==> src/rtl/rst_ctrl_pkg.sv <==
package rst_ctrl_pkg;
  localparam int unsigned NUM_SRC = 4;

  typedef enum logic [1:0] {
    SRC_PWR = 2'd0,
    SRC_PIN = 2'd1,
    SRC_DBG = 2'd2,
    SRC_WDT = 2'd3
  } rst_src_e;

  typedef logic [NUM_SRC-1:0] cause_t;
endpackage

==> src/rtl/rst_sync2.sv <==
module rst_sync2 #(
  parameter logic RST_VAL = 1'b0
) (
  input  logic clk_i,
  input  logic rst_ni,
  input  logic d_i,
  output logic q_o
);
  logic s1_q, s2_q;

  always_ff @(posedge clk_i or negedge rst_ni) begin
    if (!rst_ni) begin
      s1_q <= RST_VAL;
      s2_q <= RST_VAL;
    end else begin
      s1_q <= d_i;
      s2_q <= s1_q;
    end
  end

  assign q_o = s2_q;
endmodule

==> src/rtl/rst_pin_filter.sv <==
module rst_pin_filter #(
  parameter int unsigned CNT_W = 8
) (
  input  logic             clk_i,
  input  logic             rst_ni,
  input  logic             pin_ni,
  input  logic [CNT_W-1:0] min_width_i,
  output logic             req_o
);
  localparam logic [CNT_W-1:0] CNT_MAX = {CNT_W{1'b1}};
  localparam logic [CNT_W-1:0] CNT_ONE = {{(CNT_W-1){1'b0}}, 1'b1};

  logic             pin_s;
  logic [CNT_W-1:0] low_cnt_q;
  logic [CNT_W-1:0] eff_min;
  logic             req_q;

  rst_sync2 #(.RST_VAL(1'b1)) u_sync (
    .clk_i (clk_i),
    .rst_ni(rst_ni),
    .d_i   (pin_ni),
    .q_o   (pin_s)
  );

  assign eff_min = (min_width_i == '0) ? CNT_ONE : min_width_i;

  // counter saturates so a long hold fires exactly once
  always_ff @(posedge clk_i or negedge rst_ni) begin
    if (!rst_ni) begin
      low_cnt_q <= '0;
      req_q     <= 1'b0;
    end else begin
      req_q <= !pin_s && (low_cnt_q == eff_min - CNT_ONE);
      if (pin_s)                  low_cnt_q <= '0;
      else if (low_cnt_q != CNT_MAX) low_cnt_q <= low_cnt_q + CNT_ONE;
    end
  end

  assign req_o = req_q;
endmodule

==> src/rtl/rst_stretch.sv <==
module rst_stretch #(
  parameter int unsigned STRETCH_CYC = 16
) (
  input  logic clk_i,
  input  logic rst_ni,
  input  logic load_i,
  output logic sys_rst_no,
  output logic pin_rst_no
);
  localparam int unsigned        SW     = $clog2(STRETCH_CYC + 1);
  localparam logic [SW-1:0]      ST_VAL = SW'(STRETCH_CYC);
  localparam logic [SW-1:0]      ONE    = SW'(1);

  logic [SW-1:0] cnt_q, cnt_d;
  logic          sys_n_q, pin_n_q;

  always_comb begin
    if (load_i)            cnt_d = ST_VAL;
    else if (cnt_q != '0)  cnt_d = cnt_q - ONE;
    else                   cnt_d = '0;
  end

  // two output flops on one next-state so the pad copy is a true register
  always_ff @(posedge clk_i or negedge rst_ni) begin
    if (!rst_ni) begin
      cnt_q   <= ST_VAL;
      sys_n_q <= 1'b0;
      pin_n_q <= 1'b0;
    end else begin
      cnt_q   <= cnt_d;
      sys_n_q <= (cnt_d == '0);
      pin_n_q <= (cnt_d == '0);
    end
  end

  assign sys_rst_no = sys_n_q;
  assign pin_rst_no = pin_n_q;
endmodule

==> src/rtl/rst_cause_reg.sv <==
module rst_cause_reg
  import rst_ctrl_pkg::*;
(
  input  logic   clk_i,
  input  logic   rst_ni,
  input  logic   pwr_bad_i,
  input  cause_t set_i,
  input  cause_t clr_i,
  output cause_t cause_o
);
  localparam cause_t PWR_ONLY = cause_t'(1) << SRC_PWR;

  cause_t cause_q;

  always_ff @(posedge clk_i or negedge rst_ni) begin
    if (!rst_ni)        cause_q <= PWR_ONLY;
    else if (pwr_bad_i) cause_q <= PWR_ONLY;
    else                cause_q <= (cause_q & ~clr_i) | set_i;
  end

  assign cause_o = cause_q;
endmodule

==> src/rtl/sys_rst_ctrl.sv <==
module sys_rst_ctrl
  import rst_ctrl_pkg::*;
#(
  parameter int unsigned PIN_CNT_W   = 8,
  parameter int unsigned STRETCH_CYC = 16,
  parameter logic [31:0] BOOT_ADDR   = 32'h0000_0000
) (
  input  logic                 clk_i,
  input  logic                 rst_ni,
  input  logic                 core_ok_i,
  input  logic                 io_ok_i,
  input  logic                 ext_rst_ni,
  input  logic                 dbg_rst_req_i,
  input  logic                 wdt_expire_i,
  input  logic [PIN_CNT_W-1:0] min_width_i,
  input  logic [NUM_SRC-1:0]   cause_clr_i,
  output logic                 sys_rst_no,
  output logic                 rst_pin_no,
  output logic [NUM_SRC-1:0]   cause_o,
  output logic [31:0]          boot_addr_o
);
  logic   pwr_ok_s;
  logic   pin_req;
  cause_t src_req;

  rst_sync2 #(.RST_VAL(1'b0)) u_pwr_sync (
    .clk_i (clk_i),
    .rst_ni(rst_ni),
    .d_i   (core_ok_i & io_ok_i),
    .q_o   (pwr_ok_s)
  );

  rst_pin_filter #(.CNT_W(PIN_CNT_W)) u_pin_filt (
    .clk_i      (clk_i),
    .rst_ni     (rst_ni),
    .pin_ni     (ext_rst_ni),
    .min_width_i(min_width_i),
    .req_o      (pin_req)
  );

  always_comb begin
    src_req          = '0;
    src_req[SRC_PWR] = !pwr_ok_s;
    src_req[SRC_PIN] = pin_req;
    src_req[SRC_DBG] = dbg_rst_req_i;
    src_req[SRC_WDT] = wdt_expire_i;
  end

  rst_stretch #(.STRETCH_CYC(STRETCH_CYC)) u_stretch (
    .clk_i     (clk_i),
    .rst_ni    (rst_ni),
    .load_i    (|src_req),
    .sys_rst_no(sys_rst_no),
    .pin_rst_no(rst_pin_no)
  );

  rst_cause_reg u_cause (
    .clk_i    (clk_i),
    .rst_ni   (rst_ni),
    .pwr_bad_i(!pwr_ok_s),
    .set_i    (src_req),
    .clr_i    (cause_clr_i),
    .cause_o  (cause_o)
  );

  assign boot_addr_o = BOOT_ADDR;
endmodule

==> config.mk <==
export PLATFORM = sky130hd
export DESIGN_NAME = sys_rst_ctrl
export DESIGN_NICKNAME = d
export VERILOG_FILES = /design/src/rtl/rst_ctrl_pkg.sv /design/src/rtl/rst_sync2.sv /design/src/rtl/rst_pin_filter.sv /design/src/rtl/rst_stretch.sv /design/src/rtl/rst_cause_reg.sv /design/src/rtl/sys_rst_ctrl.sv
export SDC_FILE = /design/constraint.sdc
export NUM_CORES = 1
export LEC_CHECK = 0
export BUFFER_PORTS_ARGS = -buffer_cell sky130_fd_sc_hd__buf_2
export CORE_MARGIN = 2
export CORE_UTILIZATION = 35
export DETAILED_ROUTE_END_ITERATION = 8
export SLEW_MARGIN = 20
export SYNTH_ARGS = -nofsm -noshare
export SYNTH_HDL_FRONTEND = slang
export SYNTH_SLANG_ARGS = --single-unit
==> constraint.sdc <==
create_clock -name clk_i -period 3.4 [get_ports clk_i]
set_input_delay 0.34 -clock clk_i [delete_from_list [all_inputs] [get_ports clk_i]]
set_output_delay 0.34 -clock clk_i [all_outputs]
set_load 0.05 [all_outputs]
==> results of run 1 <==
worst max-delay path by stage:
stage	start	end	slack (ps)	cells past startpoint
after floorplan	min_width_i[1]	u_pin_filt.req_o	1450	7
after global placement	min_width_i[1]	u_pin_filt.req_o	1260	8
after detailed placement	min_width_i[3]	u_pin_filt.req_o	1190	8
after CTS	min_width_i[3]	u_pin_filt.req_o	1480	8
after global routing	min_width_i[3]	u_pin_filt.req_o	1310	8
final	min_width_i[3]	u_pin_filt.req_o	1470	8
metal layers:
metal	part of all wire [%]	vias to the layer above
met5	0	-
met4	0.94	0
met3	5.8	2
met2	51	27
met1	42	475
li1	-	515
power by group through the flow:
| stage | sequential (mW) | clock, mW | combinational (mW) |
|---|---|---|---|
| 3_3_place_gp | 0.297 | 0 | 0.144 |
| 6_report | 0.292 | 0.163 | 0.144 |
| 4_1_cts | 0.292 | 0.173 | 0.145 |
| 3_5_place_dp | 0.298 | 0 | 0.145 |
| 5_1_grt | 0.294 | 0.188 | 0.155 |
| 2_1_floorplan | 0.300 | 0 | 0.141 |
Yosys cell counts (all sizes together) (4+ instances only):
| library cell | number | area (um2) |
|---|---|---|
| o21ai | 5 | 25.0 |
| or3 | 4 | 25.0 |
| dfstp | 4 | 105 |
| nor3 | 7 | 40.0 |
| buf | 34 | 251 |
| xor2 | 5 | 43.8 |
| xnor2 | 7 | 61.3 |
| a21oi | 5 | 25.0 |
| nand2 | 9 | 33.8 |
| inv | 6 | 22.5 |
| nor2 | 11 | 41.3 |
| dfrtp | 19 | 475 |
worst max-delay path: cells and delay by family:
kind,cells,cell delay (ps)
buffers and inverters,1,130
AO/OA/AOI/OAI,2,470
AND/OR/NAND/NOR,3,770
adder cells (fa/ha/maj),1,250
XOR/XNOR,1,110
area by class of cell:
| cell class | count | area [um2] | area share [%] |
|---|---|---|---|
| Timing Repair Buffer | 24 | 120 | 7.66 |
| Clock inverter | 1 | 5.00 | 0.319 |
| Clock buffer | 3 | 41.3 | 2.63 |
| Tap cell | 50 | 62.6 | 3.99 |
| Sequential cell | 23 | 581 | 37.0 |
| Inverter | 6 | 22.5 | 1.44 |
| Multi-Input combinational cell | 123 | 737 | 47.0 |
through the flow:
step / std cells / total power [mW] / instance area [um2]
after floorplan: 187 / 0.442 / 1600
after global placement: 226 / 0.441 / 1520
after detailed placement: 226 / 0.442 / 1520
after CTS: 230 / 0.610 / 1570
after global routing: 230 / 0.636 / 1570
final: 230 / 0.600 / 1570
state kept, by name (all words and copies together) (netlist names):
name / cells
u_stretch.cnt_q: 5
u_stretch.sys_rst_no: 1
u_pin_filt.req_o: 1
u_pin_filt.low_cnt_q: 8
u_cause.cause_o: 4
u_pin_filt.u_sync.q_o: 1
u_pwr_sync.s1_q: 1
u_pin_filt.u_sync.s1_q: 1
u_pwr_sync.q_o: 1
cell families (layout without fill, tap and decap cells):
| kind of cell | count (synthesis) | in the layout | synth area share, % |
|---|---|---|---|
| muxes | 2 | 2 | 1.35 |
| other | 1 | 32 | 0.254 |
| xor gates and xnor gates | 12 | 12 | 7.11 |
| AOI/OAI and AO/OA | 21 | 21 | 9.98 |
| buffers and inverters | 41 | 34 | 18.8 |
| DFF | 23 | 23 | 39.3 |
| and+or+nand+nor | 52 | 52 | 20.1 |
| adders and majority gates | 4 | 4 | 3.22 |
==> impl_metrics.ini, run 1 <==
[cells_and_area]
final_cell_mix = conb_1 (32), buf_2 (24), dfrtp_1 (19)
nFillCells = 413
final_common_cell = conb_1
nets = 203
antenna_cells = 0
area.growth.synth_to_final_pct = 6.09
final_util_pct = 38.9
drive_gt1_share_pct = 22.8

[floorplanning]
ios = 57
die_y_um = 69.0
num_rows = 23
initial_core_util_pct = 36.7
coreArea_um2 = 4030
die-area_um2 = 4760
die_x_um = 69.0

[pwr]
p_seq_share_pct = 48.7
peakVddDrop_uv = 211
clkPwrFrac_pct = 27.2
sw_frac_of_total_pct = 34.2
p_int_mw = 0.394
powerDensity_nw_per_um2 = 382
combinationalPowerShare_pct = 24.1
p_sw_mw = 0.205
p_leak_nw = 0.731

[logic_synthesis]
avgSynthCellArea_um2 = 9.48
synth_cell_types = 38
synth-async-reset-ratio_pct = 100
synth-edff-count = 0
yosysWarnings = 0
ys_seq_elements = 23
ys_seq_area_share_pct = 39.3
synth-main-ff-cell = dfrtp_1
syn_area_um2 = 1480
syn_inst = 156

[global_routing]
grt_pass1_vias = 936
grt_max_degree = 24
grt_pass1_wl_um = 3930
grt_overflow_total = 0
grtUsageMet3_pct = 3.36
top_usage_layer = met2
grt_use_met1_pct = 11.8
track_usage_pct = 9.99
grt.met2_usage_pct = 17.3
antenna_found_initial = 0

[sta]
hold_slack_ps = 40.1
slew_viol_final = 0
setup_viol = 0
max_freq_mhz = 518
finalWorstSetupSlack_ps = 1470
hold_viol = 0
rsz0062_at_grt = false
finalSetupTns_ps = 0
fin_crit_sh_pct = 56.7
skew_ps = 1.53
layout_min_cycle_time_ps = 1930

[placed_design]
place_ws_ps = 1190
gp_congestion = 0.783
dp.final_hpwl_um = 1900
portBuffers = 24

[route]
vias = 1019
routedWlPerCell_um = 10.2
wl_um = 2340
first_iter_violations = 81
final_antenna_net_count = 0
first_pass_iters = 4
drc_errors = 0
via_per_inst = 4.43

[clocking]
insertion_delay_ps = 260
cts_resized = 0
max-clock-path-buffers = 2
clk_pin_slew_ps = 80
cts_buffers = 3
cts_tree = built
cts_root_buf = clkbuf_8
cts_setup_buffers = 0
htree_levels = 1
clock_sinks = 23
cts_hold_buf = 0

[setup_path]
worstPathArrival_ps = 2090
cp.required_ps = 3560
crit_path_max_fanout = 5
worstPathCellList = buf_2, nor3_1, a21oi_1, ha_1, nor3b_2, xnor2_1, or3_1, a2111oi_2
critPathKind = in -> reg
cpPeakStageDelay_ps = 350
r2r_end = u_pin_filt.low_cnt_q[3]
ff2ff_setup_slack_ps = 1700
cp-start-kind = primary input
cp-end-kind = flip-flop
r2r_cells = 5
slowest_stage = or3_1
timing.rr.start = u_pin_filt.low_cnt_q[0]

[outcome]
status = finished, final reports clean

[hold_path]
holdCritPathClass = in -> async

[job]
max_cap_viol_count = 0
(Power assumes the default switching activity.)
==> run 2: changes to the inputs <==
==> constraint.sdc (replaced) <==
create_clock -name clk_i -period 1.6 [get_ports clk_i]
set_input_delay 0.16 -clock clk_i [delete_from_list [all_inputs] [get_ports clk_i]]
set_output_delay 0.16 -clock clk_i [all_outputs]
set_load 0.05 [all_outputs]
==> run 2 against run 1 <==
Final cell count up 10%. Clock skew about the same. Count of clock-buffer cells in the layout unchanged. First-iteration DRC count down 37%. Die area unchanged. Largest cell class unchanged. Largest power group unchanged.
==> impl_metrics.ini, run 2 (synthesis results as in run 1) <==
[route]
first_pass_iters = 4
vias = 1102
via_per_inst = 4.34
routedWlPerCell_um = 10.1
final_antenna_net_count = 0
first_iter_violations = 51
wl_um = 2560
drc_errors = 0

[sta]
slew_viol_final = 0
tightest_slew_ps = 504
setup_viol = 0
fin_crit_sh_pct = 97.1
finalSetupTns_ps = 0
skew_ps = 1.77
max_freq_mhz = 644
finalWorstSetupSlack_ps = 46.3
rsz0062_at_grt = true
max-slew-margin-rel_pct = 66.4
hold_viol = 0
layout_min_cycle_time_ps = 1550

[global_routing]
grt_pass1_wl_um = 4130
grt_max_degree = 24
grt_pass1_vias = 972
antenna_found_initial = 0
grt_overflow_total = 0
track_usage_pct = 10.4

[job]
max_cap_viol_count = 0

[pwr]
peakVddDrop_uv = 419
powerDensity_nw_per_um2 = 738
p_leak_nw = 0.850

[clocking]
clock_sinks = 23
cts_root_buf = clkbuf_8
htree_levels = 1
max-clock-path-buffers = 2
cts_tree = built
cts_setup_buffers = 0
insertion_delay_ps = 260
cts_buffers = 3
clk_pin_slew_ps = 80

[cells_and_area]
final_cell_mix = conb_1 (32), buf_2 (24), buf_4 (22)
drive_gt1_share_pct = 32.8
top_register = u_pin_filt.low_cnt_q
nets = 227
area.growth.synth_to_final_pct = 20.7
antenna_cells = 0
final_common_cell = conb_1
largest_reg_flops = 8
final_util_pct = 44.3

[placed_design]
dp.final_hpwl_um = 1930
gp_congestion = 0.769
portBuffers = 24
place_ws_ps = -144

[setup_path]
critPathKind = reg -> reg
cp.required_ps = 1750
path_buf_inv = 0
slowest_stage = dfrtp_1
cp-end-kind = flip-flop
worstPathArrival_ps = 1710
cp-start-kind = flip-flop
crit_path_max_fanout = 4
cpPeakStageDelay_ps = 410
critPathTopFamily = compound AO/OA/AOI/OAI gates
worstPathCellList = or2b_1, a2111oi_4, a211oi_2, a2111oi_2
r2r_cells = 4
timing.rr.start = u_pin_filt.low_cnt_q[5]
ff2ff_setup_slack_ps = 50
r2r_end = u_pin_filt.req_o

[floorplanning]
coreArea_um2 = 4030
die_y_um = 69.0
initial_core_util_pct = 36.7
die-area_um2 = 4760
ios = 57
num_rows = 23
die_x_um = 69.0

[outcome]
status = finished, final reports clean

[hold_path]
hold_path_end = u_cause.cause_o[0]
worstHoldPathCells = 2
min_from = cause_clr_i[0]
holdCritPathClass = in -> reg
==> run 2: cell count changes in the layout (fill, tap and decap cells not counted) <==
cell           delta
a211oi_1          -1
a211oi_2          +1
a221oi_1          -1
a2111oi_2         -1
nor3_1            -1
ha_1              -1
ha_2              +1
a2111oi_4         +1
dlygate4sd3_1     +2
nor3_2            +1
buf_4            +22
a221oi_2          +1
==> run 2: through the flow <==
step / cell area (um2) / hold WS, ps / total power [mW] / std cells
floorplan: 1600 / -136 / 0.939 / 187
global placement: 1690 / 169 / 0.974 / 248
detailed placement: 1690 / 166 / 0.974 / 248
CTS: 1760 / 54.2 / 1.33 / 254
global route: 1790 / 48.7 / 1.39 / 254
finish: 1790 / 64.0 / 1.32 / 254
==> run 2: cell type report <==
cell class                      instances  area, um2
Fill cell                             397       2240
Inverter                                6       22.5
Clock inverter                          1       5.00
Clock buffer                            3       41.3
Timing Repair Buffer                   48        305
Tap cell                               50       62.6
Multi-Input combinational cell        123        768
Sequential cell                        23        581
==> run 2: what timing repair did <==
item | CTS | global route
endpoints found under the setup margin | 0 | 1
gates resized for setup | 0 | 4
endpoints found under the hold margin | 20 | 0
hold buffers | 2 | 0
==> run 2: routing by layer <==
layer | vias to the layer above | track usage (%) | share of wire (%)
met5 | - | 0 | 0
met4 | 0 | 2.61 | 1.1
met3 | 2 | 3.22 | 5.1
met2 | 30 | 17.0 | 51
met1 | 509 | 13.4 | 43
li1 | 561 | - | -
==> run 2: worst max-delay path by stage <==
stage	slack, ps	endpoint	cells past startpoint	from
global route	-20	u_pin_filt.req_o	4	u_pin_filt.low_cnt_q[5]
finish	50	u_pin_filt.req_o	4	u_pin_filt.low_cnt_q[5]
floorplan	10	u_pin_filt.req_o	5	u_pin_filt.low_cnt_q[5]
CTS	50	u_pin_filt.req_o	4	u_pin_filt.low_cnt_q[5]
global placement	-120	u_pin_filt.req_o	8	min_width_i[3]
detailed placement	-140	u_pin_filt.req_o	8	min_width_i[1]
==> run 2: power breakdown <==
part / leakage [nW] / switching, mW / total [mW] / internal, mW
Combinational: 0.524 / 0.262 / 0.358 / 0.0955
Sequential: 0.301 / 0.0127 / 0.615 / 0.602
Clock: 0.0255 / 0.171 / 0.345 / 0.173
Total: 0.850 / 0.446 / 1.32 / 0.871
